File: config.mk
export PLATFORM = sky130hd
export DESIGN_NAME = precise_exc_ctrl
export DESIGN_NICKNAME = d
export VERILOG_FILES = /design/src/rtl/exc_pkg.sv /design/src/rtl/exc_slot.sv /design/src/rtl/exc_vector.sv /design/src/rtl/exc_status.sv /design/src/rtl/precise_exc_ctrl.sv
export SDC_FILE = /design/constraint.sdc
export NUM_CORES = 1
export LEC_CHECK = 0
export BUFFER_PORTS_ARGS = -buffer_cell sky130_fd_sc_hd__clkbuf_2
export CAP_MARGIN = 20
export CELL_PAD_IN_SITES_DETAIL_PLACEMENT = 1
export CELL_PAD_IN_SITES_GLOBAL_PLACEMENT = 1
export CORE_MARGIN = 4
export CORE_UTILIZATION = 45
export CTS_BUF_LIST = sky130_fd_sc_hd__clkbuf_2 sky130_fd_sc_hd__clkbuf_4 sky130_fd_sc_hd__clkbuf_8
export DETAILED_ROUTE_END_ITERATION = 6
export PLACE_DENSITY_LB_ADDON = 0.1
export SYNTH_ARGS = -nofsm -noshare
export SYNTH_HDL_FRONTEND = slang
export SYNTH_HIERARCHICAL = 1
export SYNTH_SLANG_ARGS = --single-unit
File: constraint.sdc
create_clock -name clk -period 3.6 [get_ports clk]
set_clock_uncertainty 0.15 [all_clocks]
set_input_delay 1.08 -clock clk [delete_from_list [all_inputs] [get_ports clk]]
set_output_delay 1.08 -clock clk [all_outputs]
set_load 0.005 [all_outputs]
File: src/rtl/exc_pkg.sv
`timescale 1ns/1ps
package exc_pkg;
  typedef enum logic [1:0] {
    EXC_NONE  = 2'd0,
    EXC_UNDEF = 2'd1,
    EXC_OVF   = 2'd2,
    EXC_MEMF  = 2'd3
  } exc_code_e;

  // fault type detected by pipeline stage k (0 decode, 1 execute, 2 memory)
  function automatic exc_code_e stage_code(input int k);
    case (k)
      0:       return EXC_UNDEF;
      1:       return EXC_OVF;
      default: return EXC_MEMF;
    endcase
  endfunction

  // an earlier pending fault always wins over a new detection
  function automatic exc_code_e merge_code(input exc_code_e pend, input logic flag,
                                           input exc_code_e fresh);
    if (pend != EXC_NONE) return pend;
    return flag ? fresh : EXC_NONE;
  endfunction
endpackage

File: src/rtl/exc_slot.sv
`timescale 1ns/1ps
module exc_slot
  import exc_pkg::*;
#(
  parameter int unsigned PC_W = 32
) (
  input  logic            clk,
  input  logic            rst_n,
  input  logic            kill,
  input  logic            in_vld,
  input  logic [PC_W-1:0] in_pc,
  input  exc_code_e       in_code,
  output logic            out_vld,
  output logic [PC_W-1:0] out_pc,
  output exc_code_e       out_code
);
  always_ff @(posedge clk) begin
    if (!rst_n) begin
      out_vld  <= 1'b0;
      out_pc   <= '0;
      out_code <= EXC_NONE;
    end else if (kill) begin
      out_vld  <= 1'b0;
      out_code <= EXC_NONE;
    end else begin
      out_vld  <= in_vld;
      out_pc   <= in_pc;
      out_code <= in_vld ? in_code : EXC_NONE;
    end
  end
endmodule

File: src/rtl/exc_vector.sv
`timescale 1ns/1ps
module exc_vector
  import exc_pkg::*;
#(
  parameter int unsigned     PC_W       = 32,
  parameter int unsigned     CAUSE_W    = 8,
  parameter logic [PC_W-1:0] VEC_BASE   = 32'hC000_0000,
  parameter logic [PC_W-1:0] VEC_STRIDE = 32'h0000_0020,
  parameter int unsigned     UNDEF_BIT  = 2,
  parameter int unsigned     MEMF_BIT   = 4,
  parameter int unsigned     OVF_BIT    = 5
) (
  input  exc_code_e          code,
  output logic [PC_W-1:0]    vec,
  output logic [CAUSE_W-1:0] set_mask
);
  logic [1:0] idx;

  always_comb begin
    idx      = 2'(code) - 2'd1;
    vec      = VEC_BASE + PC_W'(idx) * VEC_STRIDE;
    set_mask = '0;
    case (code)
      EXC_UNDEF: set_mask[UNDEF_BIT] = 1'b1;
      EXC_OVF:   set_mask[OVF_BIT]   = 1'b1;
      EXC_MEMF:  set_mask[MEMF_BIT]  = 1'b1;
      default:   set_mask            = '0;
    endcase
  end
endmodule

File: src/rtl/exc_status.sv
`timescale 1ns/1ps
module exc_status #(
  parameter int unsigned PC_W    = 32,
  parameter int unsigned CAUSE_W = 8
) (
  input  logic               clk,
  input  logic               rst_n,
  input  logic               take,
  input  logic [PC_W-1:0]    take_pc,
  input  logic [CAUSE_W-1:0] set_mask,
  input  logic [CAUSE_W-1:0] clr_mask,
  output logic [PC_W-1:0]    epc,
  output logic [CAUSE_W-1:0] cause
);
  always_ff @(posedge clk) begin
    if (!rst_n) begin
      epc   <= '0;
      cause <= '0;
    end else begin
      if (take) epc <= take_pc;
      cause <= (cause & ~clr_mask) | (take ? set_mask : '0);
    end
  end
endmodule

File: src/rtl/precise_exc_ctrl.sv
`timescale 1ns/1ps
module precise_exc_ctrl
  import exc_pkg::*;
#(
  parameter int unsigned     PC_W       = 32,
  parameter int unsigned     CAUSE_W    = 8,
  parameter logic [PC_W-1:0] VEC_BASE   = 32'hC000_0000,
  parameter logic [PC_W-1:0] VEC_STRIDE = 32'h0000_0020,
  parameter int unsigned     UNDEF_BIT  = 2,
  parameter int unsigned     MEMF_BIT   = 4,
  parameter int unsigned     OVF_BIT    = 5
) (
  input  logic               clk,
  input  logic               rst_n,
  input  logic               id_vld,
  input  logic [PC_W-1:0]    id_pc,
  input  logic               id_undef,
  input  logic               ex_ovf,
  input  logic               mem_fault,
  input  logic [CAUSE_W-1:0] cause_clr,
  output logic               redirect_vld,
  output logic [PC_W-1:0]    redirect_pc,
  output logic               flush_front,
  output logic               mem_squash,
  output logic [PC_W-1:0]    epc,
  output logic [CAUSE_W-1:0] cause
);
  localparam int unsigned NSTAGE = 3;  // decode, execute, memory
  localparam int unsigned LAST   = NSTAGE - 1;

  logic            st_vld  [NSTAGE];
  logic [PC_W-1:0] st_pc   [NSTAGE];
  exc_code_e       st_code [NSTAGE];
  exc_code_e       merged  [NSTAGE];
  logic            det     [NSTAGE];
  logic            take;
  logic [CAUSE_W-1:0] set_mask;

  assign st_vld[0]  = id_vld;
  assign st_pc[0]   = id_pc;
  assign st_code[0] = EXC_NONE;
  assign det[0]     = id_undef;
  assign det[1]     = ex_ovf;
  assign det[2]     = mem_fault;

  always_comb begin
    for (int k = 0; k < NSTAGE; k++)
      merged[k] = merge_code(st_code[k], st_vld[k] & det[k], stage_code(k));
  end

  for (genvar k = 0; k < LAST; k++) begin : g_slot
    exc_slot #(.PC_W(PC_W)) u_slot (
      .clk      (clk),
      .rst_n    (rst_n),
      .kill     (take),
      .in_vld   (st_vld[k]),
      .in_pc    (st_pc[k]),
      .in_code  (merged[k]),
      .out_vld  (st_vld[k+1]),
      .out_pc   (st_pc[k+1]),
      .out_code (st_code[k+1])
    );
  end

  assign take = st_vld[LAST] && (merged[LAST] != EXC_NONE);

  exc_vector #(
    .PC_W(PC_W), .CAUSE_W(CAUSE_W), .VEC_BASE(VEC_BASE), .VEC_STRIDE(VEC_STRIDE),
    .UNDEF_BIT(UNDEF_BIT), .MEMF_BIT(MEMF_BIT), .OVF_BIT(OVF_BIT)
  ) u_vec (
    .code     (merged[LAST]),
    .vec      (redirect_pc),
    .set_mask (set_mask)
  );

  exc_status #(.PC_W(PC_W), .CAUSE_W(CAUSE_W)) u_stat (
    .clk      (clk),
    .rst_n    (rst_n),
    .take     (take),
    .take_pc  (st_pc[LAST]),
    .set_mask (set_mask),
    .clr_mask (cause_clr),
    .epc      (epc),
    .cause    (cause)
  );

  assign redirect_vld = take;
  assign flush_front  = take;
  assign mem_squash   = take;
endmodule

==> flow_metrics.tcl, run 1 <==
set metrics [dict create \
    final_layout_size_suffix_gt1_frac 0.227 \
    critical_path_class "in2out" \
    final-setup-viol-count 0 \
    grt_first_pass_wirelength_um 12400 \
    rows 36 \
    cts_sinks 110 \
    hold_ws_ns 0.340 \
    initial_core_util 0.464 \
    async_flop_share 0 \
    slew_headroom 0.537 \
    yosys.area.top_type "dfxtp_1" \
    vias 2771 \
    max_freq_mhz 311 \
    nets 532 \
    critPathLaunchType "input port" \
    slowest_stage "ha_1" \
    ir_drop_mv 0.174 \
    yosys_warnings 6 \
    ant_nets 0 \
    pre_cts_slack_ns 0.390 \
    yosysTopAreaCellShare 0.481 \
    core_sq_um 9860 \
    synth-edff-count 0 \
    antenna_found_initial 0 \
    fin_ws_ns 0.389 \
    wl_um 7650 \
    dieArea_sq_um 11900 \
    grt_max_degree 107 \
    ctsHoldBuffers 0 \
    pwr_density_cell_nw_per_um2 421 \
    crit_buf_inv 3 \
    fin_crit_ns 3.21 \
    first_iter_violations 78 \
    ios 121 \
    clk_pin_slew_ns 0.11 \
    crit_family "buffers and inverters" \
    clockBufferDepth 2 \
    clock_latency_ns 0.35 \
    cts_resized 0 \
    cp_common_cell "clkbuf_2" \
    critPathMaxStageDelay_ns 0.30 \
    synth_commonest_cells "dfxtp_1 (110), mux2i_1 (96), nor2b_1 (96), buf_4 (37), clkbuf_1 (11)" \
    syn2layout_area_growth_pct 9.34 \
    cts_made_buffers 9 \
    post_cts_buffers 0 \
    p_leak_nw 1.93 \
    slew_violations 0 \
    critical_path.cell_chain "clkbuf_2, nand2_1, o21bai_1, inv_1, ha_1, clkbuf_2" \
    dr.pass1.iters 5 \
    end_kind "output pin" \
    grt_pass1_vias 2685 \
    fin_setup_tns_ns 0 \
    status "completed" \
    grt.overflow.total 0 \
    hp-class "reg2reg" \
    required_ns 2.37 \
    cp.arrival_ns 1.98 \
    path_max_fanout 3 \
    avgSynthCellArea_sq_um 11.2 \
    worst_pin_slew_ns 0.694 \
    syn_inst 408 \
    cap_violations 0 \
    fin_crit_sh 0.892 \
    viasPerCell 4.46 \
    place_congestion 0.653 \
    syn_area_sq_um 4580 \
    yosysSeqAreaShare 0.481 \
    drc 0 \
    gr-usage-all-layers 0.130 \
    io_buffer_count 90 \
    tritoncts "built" \
    synth.area.top_cells "dfxtp_1 (48%), mux2i_1 (21%), nor2b_1 (13%), buf_4 (6.1%), buf_12 (2.6%)" \
    routedWlPerCell_um 12.3 \
    cts_root_buffer "clkbuf_8" \
    final_hold_viol_count 0 \
    synth_most_common_cell "dfxtp_1" \
    antenna_cells 0 \
    ys_ff_latch 110 \
    htree_levels 3 \
    die_x_um 109 \
    place_hpwl_um 5200 \
    die_h_um 109 \
    ys.flop_type "dfxtp_1" \
    rsz0062_at_grt "false" \
    yosys.cell_types.count 19 \
]
area by class of cell:
cell class / instances / area (sq um)
clock buffer: 12 / 146
clock inverter: 4 / 31.3
fill: 1106 / 4850
inverter: 2 / 7.51
multi-input combinational: 268 / 1970
sequential: 110 / 2200
tap: 133 / 166
timing repair buffer: 92 / 490
path summary, 6_finish.rpt:
check	endpoint	cells after the start	start	slack, ns
worst min-delay path	u_stat/cause[5]$_SDFF_PN0_	2	u_stat/cause[5]$_SDFF_PN0_	0.34
worst max register to register	g_slot[0].u_slot/out_code[0]$_SDFF_PP0_	4	g_slot[1].u_slot/out_code[0]$_SDFF_PP0_	1.78
worst min register to register	u_stat/cause[5]$_SDFF_PN0_	2	u_stat/cause[5]$_SDFF_PN0_	0.34
worst max-delay path	redirect_pc[6]	6	mem_fault	0.39
logic make-up (layout without fill, tap and decap cells):
kind of cell,after synthesis,after routing,synth area share
buffers and inverters,63,110,0.118
other,3,36,0.00246
AO/OA/AOI/OAI,12,12,0.0199
adder cells (fa/ha/maj),3,3,0.00819
multiplexers,96,96,0.210
flip-flops,110,110,0.481
AND/OR/NAND/NOR,121,121,0.161
metal layers:
metal,up-vias,GRT usage,share of wire
li1,1408,-,-
met1,1280,0.165,0.45
met2,74,0.209,0.46
met3,9,0.0367,0.075
met4,0,0.0514,0.012
met5,-,0,0
power breakdown:
group          leakage (nW)  switching, mW  internal (mW)
clock network        0.0835          0.397          0.279
logic                 0.951         0.0711         0.0825
registers             0.901         0.0215           1.26
total                  1.93          0.489           1.62
registers in the layout (all words and copies together), names as in the netlist:
| register | count |
|---|---|
| u_stat/epc | 32 |
| g_slot.u_slot/out_code | 4 |
| g_slot.u_slot/out_vld | 2 |
| u_stat/cause | 8 |
| g_slot.u_slot/out_pc | 64 |
per-stage QoR:
| stage | util | power [mW] | instance area (sq um) | std cells |
|---|---|---|---|---|
| global route | 0.508 | 2.22 | 5010 | 621 |
| floorplan | - | 1.45 | 4710 | 441 |
| finish | 0.508 | 2.11 | 5010 | 621 |
| detailed placement | 0.490 | 1.47 | 4830 | 605 |
| CTS | 0.508 | 2.15 | 5010 | 621 |
| global placement | 0.490 | 1.46 | 4830 | 605 |
worst min-delay path, delay by kind of cell, from the launching register on:
| kind | cells | cell delay (ns) |
|---|---|---|
| simple gates | 1 | 0.06 |
| compound gates | 1 | 0.07 |
| flops | 1 | 0.33 |
layout by cell type (no fill, tap or decap), drive strengths merged, types with 3 or more instances in the layout:
cell type / Yosys / final
inv: 2 / 3
clkbuf: 12 / 102
conb: 3 / 36
nand2: 10 / 10
mux2i: 96 / 96
dfxtp: 110 / 110
nor2b: 96 / 96
clkinvlp: 0 / 3
nand2b: 8 / 8
a21boi: 8 / 8
ha: 3 / 3
and2: 5 / 5
o21bai: 3 / 3
Note: power is estimated with default switching activity, not from simulation.
==> run 2, diff against run 1 <==
--- a/config.mk
+++ b/config.mk
@@ -10,7 +10,7 @@
 export CELL_PAD_IN_SITES_DETAIL_PLACEMENT = 1
 export CELL_PAD_IN_SITES_GLOBAL_PLACEMENT = 1
 export CORE_MARGIN = 4
-export CORE_UTILIZATION = 45
+export CORE_UTILIZATION = 38
 export CTS_BUF_LIST = sky130_fd_sc_hd__clkbuf_2 sky130_fd_sc_hd__clkbuf_4 sky130_fd_sc_hd__clkbuf_8
 export DETAILED_ROUTE_END_ITERATION = 6
 export PLACE_DENSITY_LB_ADDON = 0.1
==> constraint.sdc (replaced) <==
create_clock -name clk -period 2.8 [get_ports clk]
set_clock_uncertainty 0.15 [all_clocks]
set_input_delay 0.84 -clock clk [delete_from_list [all_inputs] [get_ports clk]]
set_output_delay 0.84 -clock clk [all_outputs]
set_load 0.005 [all_outputs]
==> flow_metrics.tcl, run 2 (synthesized netlist as in run 1, its figures left out) <==
set metrics [dict create \
    critical_path_class "in2out" \
    final_common_cell "dfxtp_1" \
    hp-class "reg2reg" \
    fin_crit_ns 2.65 \
    fin_crit_sh 0.947 \
    core_sq_um 11600 \
    pwr_density_cell_nw_per_um2 540 \
    fin_setup_tns_ns 0 \
    dieArea_sq_um 13900 \
    hold_ws_ns 0.328 \
    p_sw_mw 0.628 \
    die_h_um 118 \
    r2r_cells 5 \
    final-setup-viol-count 0 \
    holdPathStages 1 \
    slew_violations 0 \
    p_leak_nw 1.97 \
    htree_levels 3 \
    max_freq_mhz 377 \
    wl_um 7970 \
    dr.pass1.iters 2 \
    cts_sinks 110 \
    clk_pin_slew_ns 0.09 \
    clock_latency_ns 0.36 \
    drc 0 \
    cap_violations 0 \
    r2r_start "g_slot[1].u_slot/out_code[0]$_SDFF_PP0_" \
    final_layout_size_suffix_gt1_frac 0.234 \
    gr-usage-all-layers 0.119 \
    grt.overflow.total 0 \
    reg2reg_slack_ns 0.91 \
    cp.arrival_ns 1.66 \
    reg_top3 "g_slot.u_slot/out_pc: 64 flops, u_stat/epc: 32 flops, u_stat/cause: 8 flops" \
    io_buffer_count 90 \
    cts_root_buffer "clkbuf_8" \
    viasPerCell 4.40 \
    r2r-end "u_stat/epc[21]$_SDFFE_PN0P_" \
    first_iter_violations 83 \
    antenna_found_initial 0 \
    power_frac_seq 0.603 \
    nets 537 \
    initial_core_util 0.395 \
    grt_max_degree 65 \
    final_cell_mix "dfxtp_1 (110), mux2i_1 (96), nor2b_1 (96), clkbuf_2 (90), conb_1 (36)" \
    final_hold_viol_count 0 \
    die_x_um 118 \
    grt_first_pass_wirelength_um 13500 \
    ir_drop_mv 0.292 \
    vias 2796 \
    clockBufferDepth 2 \
    path_max_fanout 2 \
    rows 39 \
    ctsHoldBuffers 0 \
    largest_reg_flops 64 \
    p_comb_frac 0.074 \
    antenna_cells 0 \
    p_sw_frac 0.230 \
    p_int_mw 2.10 \
    ant_nets 0 \
    cts_made_buffers 9 \
    syn2layout_area_growth_pct 10.5 \
    ios 121 \
    routedWlPerCell_um 12.6 \
    hp-start "g_slot[0].u_slot/out_code[0]$_SDFF_PP0_" \
    status "completed" \
    rsz0062_at_grt "false" \
    post_cts_buffers 0 \
    place_congestion 0.679 \
    end_kind "output pin" \
    required_ns 1.81 \
    hold_end "g_slot[1].u_slot/out_code[0]$_SDFF_PP0_" \
    top_register "g_slot.u_slot/out_pc" \
    place_hpwl_um 5630 \
    grt_pass1_vias 2845 \
    cts_resized 0 \
    p_clk_frac 0.324 \
    tritoncts "built" \
    critPathLaunchType "input port" \
]
run 2: changes by cell type in the layout (fill, tap and decap cells not counted), sizes merged:
| cell | delta |
|---|---|
| buf | +5 |
| clkinv | +1 |
| clkinvlp | -1 |
| inv | -1 |
run 2: critical path, cell delays in order:
cell      delay (ns)
clkbuf_2        0.09
nand2_1         0.06
o21bai_1        0.18
inv_1           0.08
ha_1            0.30
clkbuf_2        0.11
run 2: power groups by stage:
stage	clock (mW)	sequential, mW	combinational, mW
5_1_grt	1.01	1.66	0.229
3_3_place_gp	0	1.68	0.198
6_report	0.884	1.65	0.201
2_1_floorplan	0	1.68	0.189
4_1_cts	0.937	1.65	0.205
3_5_place_dp	0	1.68	0.205
run 2: per-stage QoR:
stage	util	std cells	setup WS (ns)	cell area [sq um]	power (mW)
2_1_floorplan	-	441	0.329	4710	1.87
3_5_place_dp	0.420	620	0.144	4880	1.89
6_report	0.436	635	0.147	5060	2.73
3_3_place_gp	0.420	620	0.198	4880	1.88
4_1_cts	0.436	635	0.139	5060	2.79
5_1_grt	0.436	635	0.0345	5060	2.89
run 2: metal layers:
metal  GRT usage  up-vias  wire [um]  part of all wire
met2       0.192       79       3650              0.46
met1       0.140     1296       3650              0.46
li1            -     1409          -                 -
met4      0.0593        0        163             0.020
met5           0        -          0                 0
met3      0.0413       12        517             0.065
run 2: how the worst max path moves through the flow:
stage | start | end | slack, ns | cells past startpoint
after global placement | mem_fault | redirect_pc[6] | 0.20 | 6
after CTS | mem_fault | redirect_pc[6] | 0.14 | 6
after floorplan | mem_fault | redirect_pc[6] | 0.33 | 4
after global routing | mem_fault | redirect_pc[6] | 0.03 | 6
after detailed placement | mem_fault | redirect_pc[6] | 0.14 | 6
final | mem_fault | redirect_pc[6] | 0.15 | 6
run 2: area by class of cell:
type / count / area [sq um]
clock buffer: 12 / 159
clock inverter: 3 / 20.0
fill: 1309 / 6550
inverter: 2 / 7.51
multi-input combinational: 268 / 1970
sequential: 110 / 2200
tap: 143 / 179
timing repair buffer: 97 / 528
==> run 3, diff against run 2 <==
--- a/config.mk
+++ b/config.mk
@@ -10,10 +10,12 @@
 export CELL_PAD_IN_SITES_DETAIL_PLACEMENT = 1
 export CELL_PAD_IN_SITES_GLOBAL_PLACEMENT = 1
 export CORE_MARGIN = 4
-export CORE_UTILIZATION = 38
+export CORE_UTILIZATION = 45
 export CTS_BUF_LIST = sky130_fd_sc_hd__clkbuf_2 sky130_fd_sc_hd__clkbuf_4 sky130_fd_sc_hd__clkbuf_8
 export DETAILED_ROUTE_END_ITERATION = 6
+export MAX_ROUTING_LAYER = met4
 export PLACE_DENSITY_LB_ADDON = 0.1
+export REMOVE_ABC_BUFFERS = 1
 export SYNTH_ARGS = -nofsm -noshare
 export SYNTH_HDL_FRONTEND = slang
 export SYNTH_HIERARCHICAL = 1
==> constraint.sdc (replaced) <==
create_clock -name clk -period 3.2 [get_ports clk]
set_clock_uncertainty 0.15 [all_clocks]
set_input_delay 0.96 -clock clk [delete_from_list [all_inputs] [get_ports clk]]
set_output_delay 0.96 -clock clk [all_outputs]
set_load 0.005 [all_outputs]
==> flow_metrics.tcl, run 3 (synthesized netlist as in run 1, its figures left out) <==
set metrics [dict create \
    grt_first_pass_wirelength_um 12700 \
    clk_pin_slew_ns 0.10 \
    ctsHoldBuffers 0 \
    cts_resized 0 \
    hp-class "reg2reg" \
    viasPerCell 4.43 \
    drc 0 \
    critPathLaunchType "input port" \
    required_ns 2.09 \
    path_max_fanout 3 \
    hold_ws_ns 0.327 \
    p_leak_nw 1.95 \
    top_register "g_slot.u_slot/out_pc" \
    wl_um 7770 \
    final_cells 621 \
    rsz0062_at_grt "false" \
    cap_violations 0 \
    fin_crit_ns 2.92 \
    initial_core_util 0.464 \
    gr-usage-all-layers 0.136 \
    dr.pass1.iters 4 \
    clock_latency_ns 0.35 \
    fin_crit_sh 0.914 \
    final_common_cell "dfxtp_1" \
    finalCoreUtilization 0.507 \
    place_hpwl_um 5340 \
    r2r_cells 4 \
    nets 533 \
    place_congestion 0.675 \
    fin_setup_tns_ns 0 \
    dieArea_sq_um 11900 \
    status "completed" \
    reg_top3 "g_slot.u_slot/out_pc: 64 flops, u_stat/epc: 32 flops, u_stat/cause: 8 flops" \
    ir_drop_mv 0.201 \
    vias 2750 \
    ant_nets 0 \
    rows 36 \
    pwr_density_cell_nw_per_um2 475 \
    cts_sinks 110 \
    final_hold_viol_count 0 \
    antenna_found_initial 0 \
    end_kind "output pin" \
    final_layout_size_suffix_gt1_frac 0.227 \
    die_x_um 109 \
    die_h_um 109 \
    cts_root_buffer "clkbuf_8" \
    holdPathStages 1 \
    worst_pin_slew_ns 0.761 \
    slew_violations 0 \
    io_buffer_count 90 \
    critical_path_class "in2out" \
    post_cts_buffers 0 \
    tritoncts "built" \
    largest_reg_flops 64 \
    dp_cells 606 \
    syn2layout_area_growth_pct 9.20 \
    first_iter_violations 33 \
    max_freq_mhz 342 \
    cp.arrival_ns 1.81 \
    cts_made_buffers 9 \
    htree_levels 3 \
    ios 121 \
    core_sq_um 9860 \
    routedWlPerCell_um 12.5 \
    antenna_cells 0 \
    grt_pass1_vias 2715 \
    final-setup-viol-count 0 \
    final_cell_mix "dfxtp_1 (110), mux2i_1 (96), nor2b_1 (96), clkbuf_2 (90), conb_1 (36)" \
    grt.overflow.total 0 \
    power_mw 2.38 \
    grt_max_degree 107 \
    clockBufferDepth 2 \
    slew_headroom 0.493 \
]
[run 3: final timing paths]
| kind | from | endpoint | slack, ns |
|---|---|---|---|
| setup / recovery | mem_fault | redirect_pc[6] | 0.28 |
| hold / removal | g_slot[0].u_slot/out_code[0]$_SDFF_PP0_ | g_slot[1].u_slot/out_code[0]$_SDFF_PP0_ | 0.33 |
| setup reg to reg | g_slot[1].u_slot/out_code[0]$_SDFF_PP0_ | g_slot[0].u_slot/out_code[0]$_SDFF_PP0_ | 1.33 |
| hold reg to reg | g_slot[0].u_slot/out_code[0]$_SDFF_PP0_ | g_slot[1].u_slot/out_code[0]$_SDFF_PP0_ | 0.33 |
[run 3: per-stage QoR]
stage	setup slack [ns]	instance area, sq um
floorplan	-2.45	4170
global placement	0.297	4830
detailed placement	0.259	4830
CTS	0.257	5000
global route	0.110	5000
finish	0.277	5000
[run 3: critical path, cell delays in order]
cell      delay, ns
clkbuf_2       0.09
nand2_1        0.06
o21bai_1       0.22
inv_1          0.09
ha_1           0.29
clkbuf_2       0.11
[run 3: report_power, final]
part / switching (mW) / total [mW] / leakage (nW) / internal [mW]
combinational: 0.0801 / 0.172 / 0.951 / 0.0918
sequential: 0.0247 / 1.44 / 0.901 / 1.42
clock: 0.446 / 0.762 / 0.0936 / 0.316
total: 0.551 / 2.38 / 1.95 / 1.83
[run 3: area by class of cell]
| type | count | area [sq um] |
|---|---|---|
| clock buffers | 11 | 145 |
| repair buffers | 93 | 485 |
| flip-flops and latches | 110 | 2200 |
| multi-input cells | 268 | 1970 |
| clock inverters | 4 | 31.3 |
| well taps | 133 | 166 |
| fillers | 1150 | 4860 |
| inverters | 2 | 7.51 |
[run 3: layer usage]
layer,vias to the layer above,track usage,share of wire
li1,1403,-,-
met1,1259,0.173,0.47
met2,80,0.216,0.46
met3,8,0.0278,0.062
met4,0,0.0487,0.013
met5,-,-,0
